<file path="config.mk">
export PLATFORM = sky130hd
export DESIGN_NAME = fcm_access_monitor
export DESIGN_NICKNAME = d
export VERILOG_FILES = /design/src/rtl/fcm_pkg.sv /design/src/rtl/fcm_fc_decode.sv /design/src/rtl/fcm_action_mask.sv /design/src/rtl/fcm_log_unit.sv /design/src/rtl/fcm_access_monitor.sv
export SDC_FILE = /design/constraint.sdc
export NUM_CORES = 1
export LEC_CHECK = 0
export BUFFER_PORTS_ARGS = -buffer_cell sky130_fd_sc_hd__clkbuf_2
export CAP_MARGIN = 20
export CORE_MARGIN = 1.5
export CORE_UTILIZATION = 47
export DETAILED_ROUTE_END_ITERATION = 7
export GPL_ROUTABILITY_DRIVEN = 0
export PLACE_DENSITY = 0.89
export SKIP_LAST_GASP = 1
export SLEW_MARGIN = 20
export SYNTH_ARGS = -nofsm -noshare
export SYNTH_HDL_FRONTEND = slang
export SYNTH_HIERARCHICAL = 1
export SYNTH_SLANG_ARGS = --single-unit
export TNS_END_PERCENT = 1
</file>
<file path="constraint.sdc">
create_clock -name clk -period 5.4 [get_ports clk]
set_clock_uncertainty 0.05 [all_clocks]
set_input_delay 0.81 -clock clk [delete_from_list [all_inputs] [get_ports clk]]
set_output_delay 0.81 -clock clk [all_outputs]
set_load 0.005 [all_outputs]
</file>
<file path="src/rtl/fcm_pkg.sv">
// Shared types for the function-code access monitor.
// Assumes a 3-bit function code and three rule classes.
package fcm_pkg;
    localparam int FC_W = 3;
    localparam int NCLS = 3;

    // Address space named by a function code.
    typedef enum logic [2:0] {
        SP_RSV      = 3'd0,
        SP_USR_DATA = 3'd1,
        SP_USR_PROG = 3'd2,
        SP_SUP_DATA = 3'd3,
        SP_SUP_PROG = 3'd4,
        SP_CPU      = 3'd5
    } space_e;

    // Bit index of each rule class in the enable vectors.
    localparam int CLS_RSV = 0;
    localparam int CLS_USR = 1;
    localparam int CLS_SUP = 2;
endpackage

</file>
<file path="src/rtl/fcm_fc_decode.sv">
// Decodes a function code into an address space and a one-hot violation
// class vector. Purely combinational.
// Assumes the code, direction and privilege are stable while the strobe is valid.
module fcm_fc_decode
    import fcm_pkg::*;
(
    input  logic [FC_W-1:0] fc,
    input  logic            wr,
    input  logic            sup,
    output space_e          space,
    output logic [NCLS-1:0] viol
);
    logic is_prog;
    logic is_sdata;
    logic is_udata;

    // Map the code to its address space.
    always_comb begin
        unique case (fc)
            3'b001:  space = SP_USR_DATA;
            3'b010:  space = SP_USR_PROG;
            3'b101:  space = SP_SUP_DATA;
            3'b110:  space = SP_SUP_PROG;
            3'b111:  space = SP_CPU;
            default: space = SP_RSV;
        endcase
    end

    assign is_prog  = (space == SP_USR_PROG) || (space == SP_SUP_PROG);
    assign is_sdata = (space == SP_SUP_DATA);
    assign is_udata = (space == SP_USR_DATA);

    // Apply the rule classes, at most one hit per cycle.
    always_comb begin
        viol = '0;
        if (space == SP_RSV) begin
            viol[CLS_RSV] = 1'b1;
        end else if (wr && !sup && (is_prog || is_sdata)) begin
            viol[CLS_USR] = 1'b1;
        end else if (wr && sup && (space == SP_SUP_PROG || space == SP_USR_PROG || is_udata)) begin
            viol[CLS_SUP] = 1'b1;
        end
    end
endmodule

</file>
<file path="src/rtl/fcm_action_mask.sv">
// Combines the violation vector with the per-class enables into the three
// actions. One gate row per class is built by generate.
// Assumes viol is one-hot or zero.
module fcm_action_mask
    import fcm_pkg::*;
(
    input  logic [NCLS-1:0] viol,
    input  logic [NCLS-1:0] en_block,
    input  logic [NCLS-1:0] en_log,
    input  logic [NCLS-1:0] en_irq,
    output logic            do_block,
    output logic            do_log,
    output logic            do_irq
);
    logic [NCLS-1:0] blk_v;
    logic [NCLS-1:0] log_v;
    logic [NCLS-1:0] irq_v;

    for (genvar c = 0; c < NCLS; c++) begin : g_cls
        assign blk_v[c] = viol[c] & en_block[c];
        assign log_v[c] = viol[c] & en_log[c];
        assign irq_v[c] = viol[c] & en_irq[c];
    end

    assign do_block = |blk_v;
    assign do_log   = |log_v;
    assign do_irq   = |irq_v;
endmodule

</file>
<file path="src/rtl/fcm_log_unit.sv">
// Detects the qualifying edge of the strobe and keeps the first-violation log,
// the overflow flag and the sticky interrupt.
// Assumes the strobe drops for at least one clock between bus cycles.
module fcm_log_unit #(
    parameter int AW = 24
) (
    input  logic          clk,
    input  logic          rst_n,
    input  logic          strobe,
    input  logic          want_log,
    input  logic          want_irq,
    input  logic          clear,
    input  logic [2:0]    in_fc,
    input  logic [AW-1:0] in_addr,
    input  logic          in_wr,
    output logic          valid,
    output logic          ovf,
    output logic          irq,
    output logic [2:0]    fc_q,
    output logic [AW-1:0] addr_q,
    output logic          wr_q
);
    logic strobe_q;
    logic evt;

    // Remember the strobe to find its first clock.
    always_ff @(posedge clk) begin
        if (!rst_n) strobe_q <= 1'b0;
        else        strobe_q <= strobe;
    end

    assign evt = strobe & ~strobe_q;

    // Status flags: clear wins, otherwise capture or overflow, and interrupt.
    always_ff @(posedge clk) begin
        if (!rst_n || clear) begin
            valid <= 1'b0;
            ovf   <= 1'b0;
            irq   <= 1'b0;
        end else begin
            if (evt && want_log) begin
                if (valid) ovf   <= 1'b1;
                else       valid <= 1'b1;
            end
            if (evt && want_irq) irq <= 1'b1;
        end
    end

    // Capture fields of the first logged violation.
    always_ff @(posedge clk) begin
        if (!rst_n) begin
            fc_q   <= '0;
            addr_q <= '0;
            wr_q   <= 1'b0;
        end else if (!clear && evt && want_log && !valid) begin
            fc_q   <= in_fc;
            addr_q <= in_addr;
            wr_q   <= in_wr;
        end
    end
endmodule

</file>
<file path="src/rtl/fcm_access_monitor.sv">
// Top of the function-code access monitor: decode, per-class action masks,
// and the violation log.
// Assumes bus_fc, bus_wr, bus_addr and issuer_sup are valid while bus_as is high.
module fcm_access_monitor
    import fcm_pkg::*;
#(
    parameter int AW = 24
) (
    input  logic            clk,
    input  logic            rst_n,
    input  logic            bus_as,
    input  logic            bus_wr,
    input  logic [2:0]      bus_fc,
    input  logic [AW-1:0]   bus_addr,
    input  logic            issuer_sup,
    input  logic [2:0]      cfg_block,
    input  logic [2:0]      cfg_log,
    input  logic [2:0]      cfg_irq,
    input  logic            log_clear,
    output logic            acc_deny,
    output logic            viol_irq,
    output logic            log_valid,
    output logic            log_ovf,
    output logic [2:0]      log_fc,
    output logic [AW-1:0]   log_addr,
    output logic            log_wr
);
    space_e          space;
    logic [NCLS-1:0] viol;
    logic            do_block;
    logic            do_log;
    logic            do_irq;

    fcm_fc_decode u_dec (
        .fc    (bus_fc),
        .wr    (bus_wr),
        .sup   (issuer_sup),
        .space (space),
        .viol  (viol)
    );

    fcm_action_mask u_mask (
        .viol     (viol),
        .en_block (cfg_block),
        .en_log   (cfg_log),
        .en_irq   (cfg_irq),
        .do_block (do_block),
        .do_log   (do_log),
        .do_irq   (do_irq)
    );

    // Deny is combinational so that the write can still be suppressed.
    assign acc_deny = bus_as & do_block;

    fcm_log_unit #(.AW(AW)) u_log (
        .clk      (clk),
        .rst_n    (rst_n),
        .strobe   (bus_as),
        .want_log (do_log),
        .want_irq (do_irq),
        .clear    (log_clear),
        .in_fc    (bus_fc),
        .in_addr  (bus_addr),
        .in_wr    (bus_wr),
        .valid    (log_valid),
        .ovf      (log_ovf),
        .irq      (viol_irq),
        .fc_q     (log_fc),
        .addr_q   (log_addr),
        .wr_q     (log_wr)
    );
endmodule

</file>
* Yosys cells after proc, flatten, opt, wreduce, memory -nomap -nowiden
Index checks and enable logic that the tools add are counted.
Word-level totals: flip-flop bits (word level) 32, output and inout bits 32, word-level logic and storage cells 56
Cells by class: equality and inequality tests 9, mux-type cells 6, bitwise operators 12, reduce and logical (&&, ||, !) cells 22
Operators with widths (count):
- case mux 3 bit (5 select lines) | 1
- equality test 3 bit (second input constant) | 4
- bitwise AND 1 bit | 11
- equality test 3 x 2 -> 1 bit (second input constant) | 3
- logical AND 1 bit | 9
- OR reduction 3 bit | 3
- equality test 3 x 1 -> 1 bit (second input constant) | 2
- zero test 1 bit | 4
- logical OR 1 bit | 4
- 2-to-1 mux 1 bit | 4
- zero test 3 bit | 1
- 2-to-1 mux 2 bit | 1
- AND reduction 2 bit | 1
- inverter 1 bit | 1

* Logic depth before layout (Yosys ltp)
Gate-level depths: netlist of run 1.
depth after elaboration 13, gate-level depth with buffers 9, gate-level depth less buffers 7

* By module
Netlist of run 1, hierarchy kept.
By module, submodules not included:
- fcm_log_unit | instances 1, cells each 136, area each 1270.0 sq um, seq. area each 640.6 sq um
- fcm_fc_decode | instances 1, cells each 13, area each 81.3 sq um, seq. area each 0.0 sq um
- fcm_action_mask | instances 1, cells each 6, area each 41.3 sq um, seq. area each 0.0 sq um
- fcm_access_monitor | instances 1, cells each 1, area each 6.3 sq um, seq. area each 0.0 sq um

* Least setup slack after synthesis of run 1
No wires, ideal clock.
kind input -> register, start in bus_fc[2], end reg u_log.addr_q[0], library setup time 0.072 ns, arrival 2.350 ns, slack 2.929 ns, stages 9, path buffers 2, path through or3b_1 > a21oi_2 > a222oi_1 > inv_1 > and3b_1 > nor3b_2 > buf_6 > buf_12 > mux2i_1
Between the ends: cells in the longest elaborated chain, start to end 13
RTL lines:
- start: declaration | RTL line fcm_access_monitor.sv:13 | input logic [2:0] bus_fc,
- equality test 3 bit, or another cell as far along | RTL line fcm_fc_decode.sv:19 | unique case (fc)
- case mux 3 bit (5 select lines) * | RTL line fcm_fc_decode.sv:19
- equality test 3 x 2 -> 1 bit or equality test 3 bit (tied branches) | RTL line fcm_fc_decode.sv:29, fcm_fc_decode.sv:40
- logical OR 1 bit | RTL line fcm_fc_decode.sv:29, fcm_fc_decode.sv:40
- logical OR 1 bit | RTL line fcm_fc_decode.sv:40 | end else if (wr && sup && (space == SP_SUP_PROG || space == SP_USR_PROG || is_udata)) begin
- logical AND 1 bit | RTL line fcm_fc_decode.sv:40
- 2-to-1 mux 1 bit | RTL line fcm_fc_decode.sv:40
- 2-to-1 mux 1 bit | RTL line fcm_fc_decode.sv:38 | end else if (wr && !sup && (is_prog || is_sdata)) begin
- 2-to-1 mux 2 bit * | RTL line fcm_fc_decode.sv:36 | if (space == SP_RSV) begin
- named net viol[2] | RTL line fcm_access_monitor.sv:29 | logic [NCLS-1:0] viol;
- bitwise AND 1 bit * | RTL line fcm_action_mask.sv:21 | assign log_v[c] = viol[c] & en_log[c];
- OR reduction 3 bit * | RTL line fcm_action_mask.sv:26 | assign do_log = |log_v;
- named net do_log | RTL line fcm_access_monitor.sv:31 | logic do_log;
- logical AND 1 bit * (2 in a row) | RTL line fcm_log_unit.sv:55 | end else if (!clear && evt && want_log && !valid) begin
- end signal: assignment | RTL line fcm_log_unit.sv:57 | addr_q <= in_addr;
- end: declaration | RTL line fcm_log_unit.sv:20 | output logic [AW-1:0] addr_q,
Mark *: on every way through the listed nets, which the timed path passes. The rest lies on a longest branch. A chain may end at the register's enable or synchronous reset.

* Worst setup path in the final report of run 1
start in bus_fc[0], end out acc_deny
Between the ends: cells in the longest elaborated chain, start to end 12
RTL lines:
- equality test 3 bit, or another cell as far along | RTL line fcm_fc_decode.sv:19
- case mux 3 bit (5 select lines) * | RTL line fcm_fc_decode.sv:19
- equality test 3 x 2 -> 1 bit or equality test 3 bit (tied branches) | RTL line fcm_fc_decode.sv:29, fcm_fc_decode.sv:40
- logical OR 1 bit | RTL line fcm_fc_decode.sv:29, fcm_fc_decode.sv:40
- logical OR 1 bit | RTL line fcm_fc_decode.sv:40
- logical AND 1 bit | RTL line fcm_fc_decode.sv:40
- 2-to-1 mux 1 bit | RTL line fcm_fc_decode.sv:40
- 2-to-1 mux 1 bit | RTL line fcm_fc_decode.sv:38
- 2-to-1 mux 2 bit * | RTL line fcm_fc_decode.sv:36
- named net viol[2] | RTL line fcm_access_monitor.sv:29
- bitwise AND 1 bit * | RTL line fcm_action_mask.sv:20 | assign blk_v[c] = viol[c] & en_block[c];
- OR reduction 3 bit * | RTL line fcm_action_mask.sv:25 | assign do_block = |blk_v;
- named net do_block | RTL line fcm_access_monitor.sv:30 | logic do_block;
- bitwise AND 1 bit * | RTL line fcm_access_monitor.sv:53 | assign acc_deny = bus_as & do_block;
- end: declaration | RTL line fcm_access_monitor.sv:20 | output logic acc_deny,
Marked as above.

==> impl_metrics.tcl, run 1 <==
set metrics [dict create \
    clockPowerShare 0.330 \
    cts_hold_buf 0 \
    avgViaCountPerCell 4.91 \
    reg2reg_slack_ns 3.85 \
    crit_fanout 6 \
    worstPathArrival_ns 1.88 \
    max-slew-margin-rel 0.338 \
    fillerInstances 247 \
    critPathLaunch "bus_fc[0]" \
    syn_inst 152 \
    r2r_end "u_log/addr_q[16]" \
    seqPwrFrac 0.556 \
    wire_per_inst_um 10.9 \
    numCtsBuffers 5 \
    die_y_um 57.1 \
    synth_warnings 6 \
    grt-ovfl-total 0 \
    dr.pass1.iters 4 \
    setup.worst_path.end "acc_deny" \
    rsz0062_at_grt "false" \
    outcome "complete, no violations" \
    post-route-min-period_ns 2.74 \
    internal_power_mw 0.340 \
    cts_tree "yes" \
    post_cts_buffers 0 \
    ant_nets 0 \
    nNetsFinal 266 \
    fmax_ghz 0.365 \
    top_layer "met4" \
    worstSetupPathType "in -> out" \
    grt_usage 0.178 \
    leakagePower_nw 0.837 \
    hold_viol 0 \
    vias 1253 \
    comb_power_share 0.113 \
    crit_path_frequent_cell "clkbuf_2" \
    wl_met1_mm 1.22 \
    worstPathRequired_ns 4.54 \
    clock_latency_ns 0.31 \
    post_cts_resized 0 \
    drc_errors 0 \
    wl_met3_um 168 \
    clk_pin_slew_ns 0.09 \
    setup_viol 0 \
    cp_num_buf_inv 3 \
    multi_input_area_um2 652 \
    cts_sinks 32 \
    hpwlAfterDp_mm 2.10 \
    cts_root_buf "clkbuf_4" \
    crit_cells 7 \
    cp_top_family "simple AND/OR/NAND/NOR gates" \
    tns_ns 0 \
    die_w_um 57.1 \
    drive_gt1_frac 0.371 \
    area_growth_pct 29.6 \
    ir_drop_v 0.000176 \
    power_density_nw_per_um2 245 \
    switchingPower_mw 0.0980 \
    dpl_worst_slack_ns 2.51 \
    max_stage_delay_ns 0.38 \
    placed_area_um2 1720 \
    avgSynthCellArea_um2 9.05 \
    top_level_ports 74 \
    hold_class "reg -> reg" \
    slowest_stage "or3b_1" \
    synth_area_um2 1380 \
    crit_chain "clkbuf_2 > or3b_1 > a21oi_2 > a222oi_1 > inv_1 > and2_1 > clkbuf_2" \
    ctsHtreeMaxLevel 2 \
    dr.first_iter.drc_count 44 \
    worst_pin_slew_ns 0.993 \
    initial_core_util 0.499 \
    grt_pass1_wl_mm 4.41 \
    period_share 0.508 \
    regArea_um2 641 \
    worst-r2r-cell-count 4 \
    port-buffer-count 73 \
    grt_max_degree 59 \
    rows 19 \
    endpoint_kind "primary output" \
    wl_met2_mm 1.34 \
    setup_ws_ns 2.66 \
    wirelength_mm 2.78 \
    report.final.slew_viol_count 0 \
    coreArea_um2 2760 \
    dieArea_um2 3260 \
    crit_path_start_kind "input port" \
    antenna_found_initial 0 \
    fin_area_um2 1780 \
    diodes 0 \
    synth.net_count 194 \
    max_cap_violations 0 \
    switching_share 0.224 \
    r2r_start "u_log/strobe_q" \
    grt_pass1_vias 1047 \
    ctsLongestPathBuffers 2 \
]
[worst register-to-register path: stages, from the launching register on]
cell and delay, ns:
dfxtp_1 0.31, and3b_1 0.25, nor3b_4 0.18, buf_4 0.43, mux2i_1 0.26
[flip-flops by register name, indices dropped and copies added, names as in the netlist]
register,cells
u_log/addr_q,24
u_log/fc_q,3
u_log/irq,1
u_log/ovf,1
u_log/strobe_q,1
u_log/valid,1
u_log/wr_q,1
[power groups by stage]
| stage | sequential [mW] | clock [mW] | combinational (mW) |
|---|---|---|---|
| CTS | 0.244 | 0.150 | 0.0502 |
| global placement | 0.249 | 0 | 0.0492 |
| finish | 0.244 | 0.145 | 0.0495 |
| detailed placement | 0.249 | 0 | 0.0498 |
| global route | 0.244 | 0.163 | 0.0558 |
| floorplan | 0.249 | 0 | 0.0268 |
[cells in the final DEF (no fill, tap or decap)]
| cell | count |
|---|---|
| a21oi_1 | 2 |
| clkbuf_8 | 2 |
| and2_1 | 2 |
| a31oi_1 | 1 |
| o21ai_0 | 1 |
| a21oi_2 | 1 |
| nand2b_1 | 3 |
| clkbuf_4 | 5 |
| nor3b_4 | 1 |
| nand3b_1 | 2 |
| clkbuf_2 | 73 |
| dfxtp_1 | 32 |
| or3b_1 | 1 |
| mux2i_1 | 28 |
| nor2_1 | 4 |
| and3b_1 | 1 |
| buf_4 | 1 |
| a222oi_1 | 3 |
| inv_1 | 4 |
| nand2_1 | 57 |
[metrics by stage]
step                utilization  hold slack (ns)  std cells  total power, mW
floorplan                     -            0.401        152            0.276
global placement          0.623            0.391        248            0.298
detailed placement        0.623            0.400        248            0.299
CTS                       0.647            0.414        255            0.444
global route              0.647            0.432        255            0.463
finish                    0.647            0.411        255            0.438
[metal layers]
layer / vias up / track usage
met5: - / 0
met4: 0 / 0.0897
met3: 5 / 0.0567
met2: 44 / 0.302
met1: 561 / 0.201
li1: 643 / -
[how the worst min path moves through the flow]
stage / startpoint / endpoint / slack, ns / depth (start not counted)
finish: u_log/wr_q / u_log/wr_q / 0.41 / 2
global route: u_log/addr_q[13] / u_log/addr_q[13] / 0.43 / 2
CTS: u_log/addr_q[19] / u_log/addr_q[19] / 0.41 / 2
detailed placement: u_log/addr_q[17] / u_log/addr_q[17] / 0.40 / 2
global placement: u_log/wr_q / u_log/wr_q / 0.39 / 2
floorplan: u_log/addr_q[0] / u_log/addr_q[0] / 0.40 / 2
[layout make-up]
cell class | instances | area share
sequential | 32 | 0.359
multi-input combinational | 107 | 0.365
inverter | 4 | 0.00842
tap | 31 | 0.0217
timing repair buffer | 74 | 0.209
clock buffer | 7 | 0.0365
Power figures use the tool's default switching activity.
==> inputs of run 2 (changes only) <==
CORE_UTILIZATION = 40   (was 47)
PLACE_DENSITY = 0.81   (was 0.89)
clock period = 2.3 ns   (was 5.4 ns; I/O delays follow)
==> run 2 against run 1 <==
Compared with the run above:
- combinational power rose to 2.5 times the previous value
- die area rose by 17%
- worst setup slack got worse by 2.3 ns
- global-route usage fell by 2.6 points
- wire length fell by 0.14%
- highest routed layer unchanged
- via count fell by 1.3%
- clock-buffer cell count fell by 1
- largest cell class unchanged
- non-clock buffer count rose by 4
- worst hold slack got worse by 0.23 ns
- utilization fell by 8.3 points
==> impl_metrics.tcl, run 2 (synthesized netlist as in run 1, its figures left out) <==
set metrics [dict create \
    switchingPower_mw 0.247 \
    grt_max_degree 59 \
    top_regs "u_log/addr_q (24), u_log/fc_q (3)" \
    vias 1237 \
    crit_fanout 14 \
    numCtsBuffers 5 \
    hold_class "in -> reg" \
    wire_per_inst_um 10.1 \
    clock_latency_ns 0.32 \
    endpoint_kind "register" \
    dieArea_um2 3800 \
    dr.pass1.iters 4 \
    initial_core_util 0.416 \
    crit_chain "clkbuf_2 > or3b_1 > a21oi_2 > a222oi_1 > inv_1 > and3b_1 > nor3b_4 > buf_12 > mux2i_1" \
    post_cts_resized 0 \
    setup_viol 0 \
    fmax_ghz 0.525 \
    grt_pass1_wl_mm 4.11 \
    die_w_um 61.7 \
    worstPathRequired_ns 2.50 \
    max_cap_violations 0 \
    period_share 0.829 \
    ant_nets 0 \
    diodes 0 \
    instances_no_fill 275 \
    nNetsFinal 270 \
    ctsHtreeMaxLevel 2 \
    worst-r2r-cell-count 4 \
    internal_power_mw 0.778 \
    ctsLongestPathBuffers 2 \
    final_cell_mix "clkbuf_2, nand2_1, dfxtp_1" \
    outcome "complete, no violations" \
    drive_gt1_frac 0.384 \
    port-buffer-count 73 \
    rows 21 \
    wirelength_mm 2.77 \
    cp_num_buf_inv 3 \
    avgViaCountPerCell 4.50 \
    worstPathArrival_ns 2.11 \
    comb_power_share 0.122 \
    antenna_found_initial 0 \
    leakagePower_nw 0.868 \
    placedCellCount 267 \
    seqPwrFrac 0.558 \
    slowest_stage "or3b_1" \
    cts_hold_buf 0 \
    coreArea_um2 3310 \
    largest_register_ffs 24 \
    drc_errors 0 \
    top_level_ports 74 \
    cts_root_buf "clkbuf_4" \
    ir_drop_v 0.000359 \
    layout_commonest_cell "clkbuf_2" \
    max-slew-margin-rel 0.790 \
    grt_pass1_vias 1043 \
    area_growth_pct 35.6 \
    power_density_nw_per_um2 549 \
    report.final.slew_viol_count 0 \
    cp_top_family "simple AND/OR/NAND/NOR gates" \
    grt_usage 0.152 \
    cts_sinks 32 \
    grt-ovfl-total 0 \
    switching_share 0.241 \
    rsz0062_at_grt "false" \
    crit_path_start_kind "input port" \
    fin_area_um2 1870 \
    post_cts_buffers 0 \
    max_stage_delay_ns 0.39 \
    clk_pin_slew_ns 0.10 \
    hpwlAfterDp_mm 2.05 \
    postLayoutCoreUtil 0.564 \
    crit_cells 9 \
    holdPathStages 3 \
    hold_viol 0 \
    die_y_um 61.7 \
    worst_pin_slew_ns 0.311 \
    post-route-min-period_ns 1.91 \
    top_register "u_log/addr_q" \
    tns_ns 0 \
    placed_area_um2 1810 \
    dr.first_iter.drc_count 47 \
    power_mw 1.03 \
    worstSetupPathType "in -> reg" \
    clockPowerShare 0.320 \
    cts_tree "yes" \
]
==> run 2: cell count changes in the layout (fill, tap and decap cells not counted), sizes merged <==
cell,previous run,this run
clkbuf,80,79
clkinv,0,2
buf,1,5
==> run 2: worst paths after layout <==
check                                     start               end  slack (ns)
worst max-delay path                  bus_fc[2]   u_log/addr_q[6]        0.39
worst min-delay path               bus_addr[16]  u_log/addr_q[16]        0.18
worst max register to register   u_log/strobe_q   u_log/addr_q[6]        0.90
worst min register to register  u_log/addr_q[4]   u_log/addr_q[4]        0.41
==> run 2: metal layers <==
| layer | vias to the layer above | wire (um) | GRT usage |
|---|---|---|---|
| met1 | 536 | 1210 | 0.154 |
| met5 | - | 0 | 0 |
| met2 | 46 | 1340 | 0.269 |
| met3 | 2 | 203 | 0.0693 |
| li1 | 653 | - | - |
| met4 | 0 | 20 | 0.0638 |
==> run 2: worst register-to-register path, stage by stage, from the launching register on <==
cell     delay (ns)
dfxtp_1        0.32
and3b_1        0.25
nor3b_4        0.30
buf_12         0.20
mux2i_1        0.21
==> run 2: power groups by stage <==
stage / clock, mW / sequential [mW] / combinational [mW]
floorplan: 0 / 0.585 / 0.0629
global placement: 0 / 0.585 / 0.125
detailed placement: 0 / 0.585 / 0.127
CTS: 0.344 / 0.572 / 0.127
global route: 0.370 / 0.574 / 0.141
finish: 0.328 / 0.572 / 0.125
==> run 2: metrics by stage <==
stage | setup slack, ns | hold slack [ns]
CTS | 0.389 | 0.164
detailed placement | 0.0471 | 0.398
global placement | 0.0830 | 0.392
global route | 0.270 | 0.161
finish | 0.394 | 0.184
floorplan | 0.294 | 0.401
==> run 2: layout make-up <==
cell class	count	area (um^2)
clock inverter	2	10.0
clock buffer	6	51.3
multi-input combinational	107	652
sequential	32	641
inverter	4	15.0
tap	46	57.6
fill	322	1440
timing repair buffer	78	440
==> inputs of run 3 (changes only) <==
ABC_AREA = 1   (was not set)
CORE_UTILIZATION = 46   (was 40)
PLACE_DENSITY = 0.85   (was 0.81)
clock period = 1.8 ns   (was 2.3 ns; I/O delays follow)
==> run 3 against run 2 <==
Compared with the run above:
- worst setup slack got worse by 0.096 ns
- final cell count increased by 28%
- clock power increased by 27%
- sequential power increased by 31%
- critical path type is now in -> out
- largest power group unchanged
==> impl_metrics.tcl, run 3 <==
set metrics [dict create \
    power_mw 1.41 \
    cts_hold_buf 0 \
    worstSetupPathType "in -> out" \
    grt_usage 0.204 \
    drc_errors 0 \
    cp_top_family "buffers and inverters" \
    endpoint_kind "primary output" \
    crit_fanout 5 \
    dpl_worst_slack_ns 0.0747 \
    top_regs "u_log/addr_q (24), u_log/fc_q (3)" \
    post_cts_buffers 0 \
    instances_no_fill 351 \
    outcome "complete, no violations" \
    setup_ws_ns 0.298 \
    power_density_nw_per_um2 707 \
    hold_class "in -> reg" \
    fmax_ghz 0.666 \
    final_cell_mix "clkbuf_2, nor2_1, nand2_1" \
    crit_path_frequent_cell "nor2_1" \
    dieArea_um2 3750 \
    fillerInstances 309 \
    dr.first_iter.drc_count 62 \
    initial_core_util 0.499 \
    grt_pass1_wl_mm 5.84 \
    ant_nets 0 \
    placedCellCount 343 \
    worstPathRequired_ns 1.48 \
    max_cap_violations 0 \
    holdPathStages 3 \
    setup_viol 0 \
    largest_register_ffs 24 \
    clock_latency_ns 0.31 \
    slowest_stage "clkbuf_2" \
    synth_warnings 6 \
    post_cts_resized 0 \
    crit_cells 11 \
    layout_commonest_cell "clkbuf_2" \
    diodes 0 \
    tns_ns 0 \
    period_share 0.834 \
    cts_sinks 32 \
    grt_pass1_vias 1469 \
    crit_chain "clkbuf_2 > inv_1 > nor2_1 > nor2_1 > nor2_1 > buf_4 > nand2_1 > nand3_1 > nand2_1 > inv_1 > clkbuf_2" \
    antenna_found_initial 0 \
    port-buffer-count 73 \
    wire_per_inst_um 9.80 \
    synth.net_count 276 \
    syn_inst 234 \
    drive_gt1_frac 0.309 \
    crit_path_start_kind "input port" \
    report.final.slew_viol_count 0 \
    die_y_um 61.3 \
    ctsHtreeMaxLevel 2 \
    post-route-min-period_ns 1.50 \
    dr.pass1.iters 4 \
    fin_area_um2 2000 \
    avgSynthCellArea_um2 6.67 \
    wirelength_mm 3.44 \
    nNetsFinal 348 \
    worst-r2r-cell-count 5 \
    avgViaCountPerCell 4.57 \
    ir_drop_v 0.000357 \
    clk_pin_slew_ns 0.09 \
    synth_area_um2 1560 \
    cp_num_buf_inv 5 \
    placed_area_um2 1940 \
    ctsLongestPathBuffers 2 \
    hold_viol 0 \
    worstPathArrival_ns 1.18 \
    top_level_ports 74 \
    max-slew-margin-rel 0.621 \
    grt_max_degree 31 \
    top_register "u_log/addr_q" \
    cts_root_buf "clkbuf_4" \
    max_stage_delay_ns 0.13 \
    area_growth_pct 28.0 \
    coreArea_um2 3130 \
    vias 1605 \
    rsz0062_at_grt "false" \
    leakagePower_nw 1.11 \
    rows 20 \
    grt-ovfl-total 0 \
    cts_tree "yes" \
    die_w_um 61.3 \
    numCtsBuffers 5 \
    worst_pin_slew_ns 0.569 \
    hpwlAfterDp_mm 2.50 \
]
run 3: cell count changes in the layout (fill, tap and decap cells not counted), moves of 3 or more:
cell      delta
a222oi_1     -3
nand4_1     +28
nand2b_1     -3
inv_2        +3
nor2_1      +56
buf_12       -3
nand3_1      +5
nand2_1     -13
mux2i_1     -28
inv_1       +33
buf_4        +4
run 3: worst paths after layout:
check / slack (ns) / from / to
worst max-delay path: 0.30 / bus_fc[0] / acc_deny
worst min-delay path: 0.18 / bus_as / u_log/strobe_q
worst max register to register: 0.33 / u_log/valid / u_log/addr_q[11]
worst min register to register: 0.42 / u_log/irq / u_log/irq
run 3: worst reg2reg max path, delay by kind of cell (launching register included):
family                 cells  cell delay (ns)
and+or+nand+nor            4             0.87
DFF                        1             0.37
buffers and inverters      1             0.12
run 3: per-stage QoR:
step / utilization / hold slack [ns]
after global routing: 0.639 / 0.180
after global placement: 0.620 / 0.395
after CTS: 0.639 / 0.170
after detailed placement: 0.620 / 0.398
after floorplan: - / 0.313
final: 0.639 / 0.180
run 3: routing by layer:
layer	global-route usage	vias up	part of all wire
li1	-	865	-
met3	0.0609	2	0.047
met4	0.0559	0	0.0049
met1	0.233	694	0.46
met2	0.368	44	0.49
met5	0	-	0
run 3: layout make-up:
cell class                 count  area, um^2  share of cell area
multi-input combinational    148         683               0.342
sequential                    32         641               0.321
timing repair buffer          79         410               0.205
inverter                      40         150              0.0751
clock buffer                   8        58.8              0.0294
tap                           44        55.1              0.0276
run 3: report_power, final:
group | switching, mW | total (mW) | internal (mW)
registers | 0.0149 | 0.750 | 0.735
logic | 0.142 | 0.246 | 0.105
clock network | 0.224 | 0.417 | 0.193
